<file path="src/rtl/utx_pkg.sv">
package utx_pkg;
  typedef enum logic [1:0] {
    SZ_5 = 2'd0,
    SZ_6 = 2'd1,
    SZ_7 = 2'd2,
    SZ_8 = 2'd3
  } char_size_e;

  // number of data bits carried by a frame for a size code
  function automatic logic [3:0] size_bits(char_size_e s);
    return 4'd5 + {2'b00, s};
  endfunction
endpackage

</file>
<file path="src/rtl/utx_hold.sv">
module utx_hold #(
  parameter int DW = 8
) (
  input  logic          clk,
  input  logic          rst_n,
  input  logic          in_valid,
  input  logic [DW-1:0] in_data,
  input  logic          take,
  output logic          in_ready,
  output logic [DW-1:0] hold_data
);
  logic full_q;
  logic accept;

  assign accept   = in_valid && !full_q;
  assign in_ready = !full_q;

  always_ff @(posedge clk or negedge rst_n) begin
    if (!rst_n) begin
      full_q    <= 1'b0;
      hold_data <= '0;
    end else if (accept) begin
      full_q    <= 1'b1;
      hold_data <= in_data;
    end else if (take) begin
      full_q    <= 1'b0;
    end
  end
endmodule

</file>
<file path="src/rtl/utx_bitclk.sv">
module utx_bitclk #(
  parameter int OS = 16
) (
  input  logic clk,
  input  logic rst_n,
  input  logic tick,
  input  logic run,
  input  logic restart,
  output logic bit_end
);
  localparam int CW = (OS > 1) ? $clog2(OS) : 1;
  logic [CW-1:0] cnt_q;

  assign bit_end = run && tick && (cnt_q == CW'(OS - 1));

  always_ff @(posedge clk or negedge rst_n) begin
    if (!rst_n)
      cnt_q <= '0;
    else if (restart)
      cnt_q <= '0;
    else if (run && tick)
      cnt_q <= (cnt_q == CW'(OS - 1)) ? '0 : cnt_q + 1'b1;
  end
endmodule

</file>
<file path="src/rtl/utx_shift.sv">
module utx_shift
  import utx_pkg::*;
#(
  parameter int DW = 8
) (
  input  logic          clk,
  input  logic          rst_n,
  input  logic          load,
  input  logic          bit_end,
  input  logic [DW-1:0] data,
  input  char_size_e    size,
  input  logic          par_en,
  input  logic          par_odd,
  output logic          busy,
  output logic          serial
);
  localparam int FW = DW + 3;
  localparam int CW = $clog2(FW + 1);

  logic [FW-1:0] frame_q, frame_d;
  logic [CW-1:0] left_q, nbits;
  logic [DW-1:0] masked;
  logic [3:0]    n;
  logic          par_bit;

  always_comb begin
    n = size_bits(size);
    for (int i = 0; i < DW; i++)
      masked[i] = (i < int'(n)) ? data[i] : 1'b0;
    par_bit = (^masked) ^ par_odd;
    frame_d = '1;
    frame_d[0] = 1'b0;
    for (int i = 0; i < DW; i++)
      if (i < int'(n)) frame_d[i+1] = masked[i];
    if (par_en) frame_d[int'(n)+1] = par_bit;
    nbits = CW'(n) + CW'(par_en) + CW'(2);
  end

  always_ff @(posedge clk or negedge rst_n) begin
    if (!rst_n) begin
      frame_q <= '1;
      left_q  <= '0;
      busy    <= 1'b0;
    end else if (load) begin
      frame_q <= frame_d;
      left_q  <= nbits;
      busy    <= 1'b1;
    end else if (busy && bit_end) begin
      frame_q <= {1'b1, frame_q[FW-1:1]};
      left_q  <= left_q - 1'b1;
      if (left_q == CW'(1)) busy <= 1'b0;
    end
  end

  assign serial = busy ? frame_q[0] : 1'b1;
endmodule

</file>
<file path="src/rtl/utx_top.sv">
module utx_top
  import utx_pkg::*;
#(
  parameter int DATA_W     = 8,
  parameter int OVERSAMPLE = 16
) (
  input  logic              clk,
  input  logic              rst_n,
  input  logic              tick16,
  input  logic              in_valid,
  output logic              in_ready,
  input  logic [DATA_W-1:0] in_data,
  input  logic [1:0]        cfg_size,
  input  logic              cfg_par_en,
  input  logic              cfg_par_odd,
  input  logic              tx_en,
  input  logic              loopback,
  output logic              txd,
  output logic              loop_rxd
);
  logic              sh_busy;
  logic              sh_serial;
  logic              load;
  logic              bit_end;
  logic [DATA_W-1:0] hold_q;

  // move held character into the frame register on a tick
  assign load = tick16 && tx_en && !in_ready && !sh_busy;

  utx_hold #(.DW(DATA_W)) u_hold (
    .clk       (clk),
    .rst_n     (rst_n),
    .in_valid  (in_valid),
    .in_data   (in_data),
    .take      (load),
    .in_ready  (in_ready),
    .hold_data (hold_q)
  );

  utx_bitclk #(.OS(OVERSAMPLE)) u_bitclk (
    .clk     (clk),
    .rst_n   (rst_n),
    .tick    (tick16),
    .run     (sh_busy),
    .restart (load),
    .bit_end (bit_end)
  );

  utx_shift #(.DW(DATA_W)) u_shift (
    .clk     (clk),
    .rst_n   (rst_n),
    .load    (load),
    .bit_end (bit_end),
    .data    (hold_q),
    .size    (char_size_e'(cfg_size)),
    .par_en  (cfg_par_en),
    .par_odd (cfg_par_odd),
    .busy    (sh_busy),
    .serial  (sh_serial)
  );

  assign txd      = loopback ? 1'b1 : sh_serial;
  assign loop_rxd = loopback ? sh_serial : 1'b1;
endmodule

</file>
<file path="config.mk">
export PLATFORM = sky130hd
export DESIGN_NAME = utx_top
export DESIGN_NICKNAME = d
export VERILOG_FILES = /design/src/rtl/utx_pkg.sv /design/src/rtl/utx_hold.sv /design/src/rtl/utx_bitclk.sv /design/src/rtl/utx_shift.sv /design/src/rtl/utx_top.sv
export SDC_FILE = /design/constraint.sdc
export NUM_CORES = 1
export LEC_CHECK = 0
export BUFFER_PORTS_ARGS = -buffer_cell sky130_fd_sc_hd__buf_2
export CAP_MARGIN = 0
export CORE_MARGIN = 4
export CORE_UTILIZATION = 49
export CTS_BUF_LIST = sky130_fd_sc_hd__clkbuf_8
export CTS_CLUSTER_DIAMETER = 60
export DETAILED_ROUTE_END_ITERATION = 12
export PLACE_DENSITY = 0.69
export SYNTH_ARGS = -nofsm -noshare
export SYNTH_HDL_FRONTEND = slang
export SYNTH_SLANG_ARGS = --single-unit
</file>
<file path="constraint.sdc">
create_clock -name clk -period 2.2 [get_ports clk]
set_input_delay 0.33 -clock clk [delete_from_list [all_inputs] [get_ports clk]]
set_output_delay 0.33 -clock clk [all_outputs]
set_load 0.005 [all_outputs]
</file>
## Word level (Yosys, flattened, before mapping)

Index checks and enable logic that the tools add are counted.

| cells by class | value |
|---|---|
| $add $sub $neg | 6 |
| order comparisons | 10 |
| eq/ne operators | 2 |
| muxes and demuxes | 35 |
| bitwise gates (word level) | 1 |
| reductions and logical operators | 16 |

Operator list:

| operator | count |
|---|---|
| $mux 11 | 3 |
| $ge 32x1->1 const B | 1 |
| $lt 32x6->1 const B | 1 |
| $mux 1 | 25 |
| $mux 4 | 5 |
| $lt 3x4->1 const A | 4 |
| $bwmux 11 | 1 |
| $logic_and 1x1->1 | 8 |
| $lt 1x4->1 const A | 2 |
| $lt 2x4->1 const A | 2 |
| $reduce_bool 2->1 | 4 |
| $reduce_xor 8->1 | 1 |
| $add 4x1->5 const B | 1 |
| $add 3x2->4 const A | 1 |
| $add 4x1->4 | 1 |
| $add 4x1->4 const B | 1 |
| $add 4x2->4 const B | 1 |
| $demux 1 s4 | 1 |
| $eq 4x1->1 const B | 1 |
| $eq 4x4->1 const B | 1 |
| $sub 4x1->4 const B | 1 |
| $logic_not 1->1 | 2 |
| $reduce_and 2->1 | 1 |
| $xor 1x1->1 | 1 |

| word-level totals | value |
|---|---|
| flip-flop bits (word level) | 29 |
| input bits | 18 |
| output and inout port bits | 3 |
| word-level logic and storage cells | 76 |

## Logic depth before layout (Yosys ltp)

| depth | value |
|---|---|
| depth after elaboration | 9 |
| depth in mapped cells | 8 |
| gate-level depth less buffers | 8 |

## Modules after synthesis

A second synthesis with hierarchy kept.

| second synthesis, totals | value |
|---|---|
| cells, all modules | 178 |
| area, all modules | 1870.5 um2 |

By module, submodules not included:

| module | instances | cells each | area an instance (um2) | seq. area each (um2) |
|---|---|---|---|---|
| utx_shift | 1 | 131 | 1267.5 | 414.1 |
| utx_hold | 1 | 21 | 374.1 | 225.2 |
| utx_bitclk | 1 | 23 | 203.9 | 100.1 |
| utx_top | 1 | 3 | 25.0 | 0.0 |

## Worst setup path before layout

No wires, ideal clock.

| path | value |
|---|---|
| kind | input to register |
| start | in cfg_size[0] |
| end | reg u_shift.frame_q[8] |
| setup time | 0.097 ns |
| data arrival time | 1.790 ns |
| setup slack | 0.314 ns |
| stages | 8 |
| path buffers | 1 |
| cell sequence | ha_1 buf_4 and2b_1 o21ai_1 o21ai_2 xnor3_2 a311oi_1 a31oi_1 |

| between the ends | value |
|---|---|
| cells in the longest elaborated chain, start to end | 9 |
| elaborated cells between the ends (all ways) | 29 |

Ends and longest elaborated chain:

| item | line | text |
|---|---|---|
| start, declared | utx_top.sv:13 | `input logic [1:0] cfg_size,` |
| $add 3x2->4 * | utx_pkg.sv:11 | `return 4'd5 + {2'b00, s};` |
| $add 4x1->5 | utx_shift.sv:35 | `if (par_en) frame_d[int'(n)+1] = par_bit;` |
| $ge 32x1->1 (implied by the code) / $lt 32x6->1 (equally long branches) | utx_shift.sv:35 |  |
| $logic_and 1x1->1 (implied by the code) | utx_shift.sv:35 |  |
| $mux 1 (implied by the code) | utx_shift.sv:35 |  |
| $demux 1 s4 | - |  |
| $bwmux 11 | utx_shift.sv:35 |  |
| $mux 11 * | utx_shift.sv:35 |  |
| $mux 11 * | utx_shift.sv:44 | `end else if (load) begin` |
| end signal, assigned | utx_shift.sv:45 | `frame_q <= frame_d;` |
| end signal, assigned | utx_shift.sv:49 | `frame_q <= {1'b1, frame_q[FW-1:1]};` |
| end, declared | utx_shift.sv:20 | `logic [FW-1:0] frame_q, frame_d;` |

Every way passes the cells marked *; elsewhere a longest branch is shown, timed or not.
A chain may end at the register's enable or synchronous reset.

## Worst setup path after layout

| path | value |
|---|---|
| start | reg u_hold.hold_data[1] |
| end | reg u_shift.frame_q[8] |

| between the ends | value |
|---|---|
| cells in the longest elaborated chain, start to end | 6 |

Ends and longest elaborated chain:

| item | line | text |
|---|---|---|
| start, declared | utx_hold.sv:10 | `output logic [DW-1:0] hold_data` |
| start signal, assigned | utx_hold.sv:24 | `hold_data <= in_data;` |
| $mux 1 | utx_shift.sv:29 | `masked[i] = (i < int'(n)) ? data[i] : 1'b0;` |
| $reduce_xor 8->1 | utx_shift.sv:30 | `par_bit = (^masked) ^ par_odd;` |
| $xor 1x1->1 | utx_shift.sv:30 |  |
| $bwmux 11 | utx_shift.sv:35 |  |
| $mux 11 | utx_shift.sv:35 |  |
| $mux 11 | utx_shift.sv:44 |  |

No other way between the ends.

==> results.py <==
metrics = {
    "worst_setup_path": {
        "worstPathMaxFanout": 5,
        "reg2reg_from": "u_hold.hold_data[1]",
        "cp-startpoint": "u_hold.hold_data[1]",
        "r2r_cells": 6,
        "path_class": "flop to flop",
        "worstReg2RegEnd": "u_shift.frame_q[8]",
        "cp-end-kind": "flop",
        "crit_end": "u_shift.frame_q[8]",
        "ff2ff_setup_slack_ns": 0.33,
        "cp_data_required_time_ns": 2.38,
        "arrival_ns": 2.05,
        "start_kind": "flop",
    },
    "clock_network": {
        "cts_tree": "done",
        "clkLatencyLatePin_ns": 0.28,
        "cts-root-buf": "clkbuf_8",
        "hold_buffers": 0,
        "clkTransAtPathRegs_ns": 0.06,
        "cts_sinks": 29,
        "cts_buffers": 5,
        "post_cts_resized": 0,
        "post_cts_buffers": 0,
        "cts.path.max_buffers": 2,
        "h-tree-depth": 2,
    },
    "route": {
        "drt_iter0_drc": 54,
        "ant_nets": 0,
        "drtPass1Iterations": 4,
        "via_count": 1309,
        "wl_per_cell_um": 13.7,
        "drc": 0,
        "viasPerCell": 5.30,
        "detail_route.wirelength_mm": 3.39,
    },
    "yosys": {
        "synth_area_per_cell_um2": 9.59,
        "synthCells": 177,
        "seq_area_frac_synth_pct": 43.6,
        "synth_top_area_share_pct": 26.5,
        "ys.flop_type": "dfrtp_1",
        "ys_seq_elements": 29,
        "syn-num-nets": 208,
        "synth.most_common_cell": "nand2_1",
        "synth_area_um2": 1700,
        "yosys-top-cells-count": "nand2_1 (33), dfrtp_1 (18), ha_1 (13)",
        "synth_area_leaders": "dfrtp_1 (27%), dfstp_2 (17%), ha_1 (9.6%)",
        "yosysWarnings": 0,
        "async_flop_share_pct": 100,
        "yosysTopAreaCell": "dfrtp_1",
        "synth.distinct_cells": 40,
        "synth-edff-count": 0,
    },
    "sta": {
        "final_max_slew_viol_count": 0,
        "fmax_mhz": 534,
        "tightest_slew_ns": 0.632,
        "setup_viol": 0,
        "finalHoldViolCount": 0,
        "maxSlewHeadroom_pct": 57.8,
        "fin_setup_tns_ns": 0,
        "rsz0062_at_grt": "false",
        "finClkSkew_ns": 0.00540,
        "fin_crit_ns": 1.87,
        "period_share_pct": 85.1,
    },
    "die": {
        "die_x_um": 66.9,
        "dieArea_um2": 4470,
        "coreArea_um2": 3340,
        "rows": 21,
        "die_y_um": 66.9,
        "initial_core_util_pct": 50.9,
        "io-pin-count": 21,
    },
    "cells_and_area": {
        "final_core_util_pct": 58.3,
        "diodes": 0,
        "nets": 231,
        "areaGrowthSynthToFinish_pct": 14.6,
        "drive_gt1_share_pct": 27.4,
        "nFillCells": 303,
    },
    "global_routing": {
        "antenna_found_initial": 0,
        "grt_max_degree": 30,
        "first_global_vias": 1355,
        "gr-total-overflow": 0,
        "grt_use_total_pct": 18.0,
        "grt_pass1_wl_mm": 5.92,
    },
    "placement": {
        "numPortBuffers": 20,
        "place.gp.congestion": 0.867,
        "place_hpwl_mm": 2.50,
    },
    "run": {
        "drv_cap": 0,
    },
    "power_and_ir_drop": {
        "power_leakage_nw": 0.892,
        "power_density_nw_per_um2": 1240,
        "vdd_ir_drop_max_uv": 603,
    },
    "run_status": {
        "outcome": "finished clean",
    },
    "hold_path": {
        "hold_path.class": "primary input to asynchronous set/reset pin",
    },
}
## per-layer routing
layer  track usage (%)  part of all wire [%]
met1              20.3                    42
met2              30.0                    50
met3              6.07                   5.6
met4              9.37                   2.5
met5                 0                     0
## how the worst min path moves through the flow
stage                from                   to  slack (ns)  cells after the start
floorplan           rst_n    u_bitclk.cnt_q[0]        0.03                      0
global placement    rst_n    u_bitclk.cnt_q[2]        0.38                      1
detailed placement  rst_n    u_bitclk.cnt_q[2]        0.38                      1
CTS                 rst_n  u_hold.hold_data[7]        0.07                      1
global route        rst_n  u_hold.hold_data[7]        0.11                      1
finish              rst_n    u_bitclk.cnt_q[2]        0.07                      1
## cell type report
type	count	area, um2	share of cell area (%)
sequential	29	739	38.0
timing repair buffer	25	138	7.07
tap	46	57.6	2.96
inverter	9	33.8	1.74
clock buffer	6	82.6	4.24
multi-input combinational	130	887	45.6
clock inverter	2	7.51	0.386
## cells in the final DEF, fill, tap and decap left out, drive strengths merged
cell type and instances:
nand2 33, buf 25, dfrtp 18, ha 13
dfstp 11, inv 11, o21ai 11, nor2 10
xnor2 9, mux2 8, a21oi 6, a31oi 6
clkbuf 6, nor2b 4, xor2 3, nand3 3
nor3 2, o211ai 2, and3 2, mux2i 2
nand3b 1, or3b 1, and2 1, nand4 1
or3 1, or2 1, nor4 1, and2b 1
xnor3 1, a41oi 1, o41ai 1, o31ai 1
a311oi 1, o221ai 1, o22ai 1, a32oi 1
## metrics by stage
stage                     setup slack, ns  area, um2  total power [mW]  instances  hold slack [ns]
final                               0.327       1950              2.41        247           0.0684
after global routing                0.179       1950              2.61        247            0.109
after CTS                           0.301       1950              2.44        247           0.0746
after detailed placement           0.0582       1860              1.99        239            0.384
after global placement              0.167       1860              1.93        239            0.380
after floorplan                     0.314       1700              1.76        177           0.0344
## flip-flops by register name, summed over array words and instances, names as in the netlist
name              count
u_bitclk.cnt_q        4
u_hold.full_q         1
u_hold.hold_data      8
u_shift.busy          1
u_shift.frame_q      11
u_shift.left_q        4
## report_power, final
group	total (mW)	leakage, nW	switching [mW]	internal, mW
clock network	0.434	0.0538	0.189	0.245
logic	0.952	0.511	0.462	0.490
registers	1.03	0.327	0.193	0.835
total	2.41	0.892	0.844	1.57
## worst max-delay path, stage by stage, from the launching register on
cell and delay, ns:
dfrtp_1 0.40, xnor2_1 0.25, xnor2_1 0.14, xnor2_2 0.25, xnor3_2 0.33, a311oi_1 0.33, a31oi_1 0.07
## cells by family (layout without fill, tap and decap cells)
logic type	after synthesis	after routing	share of synthesized area [%]
muxes	10	10	6.49
xor gates and xnor gates	13	13	8.03
AOI/OAI and AO/OA	32	32	11.7
DFF	29	29	43.6
buffers and inverters	18	42	4.20
and+or+nand+nor	62	62	16.4
adders and majority gates	13	13	9.58
(Power assumes the default switching activity.)
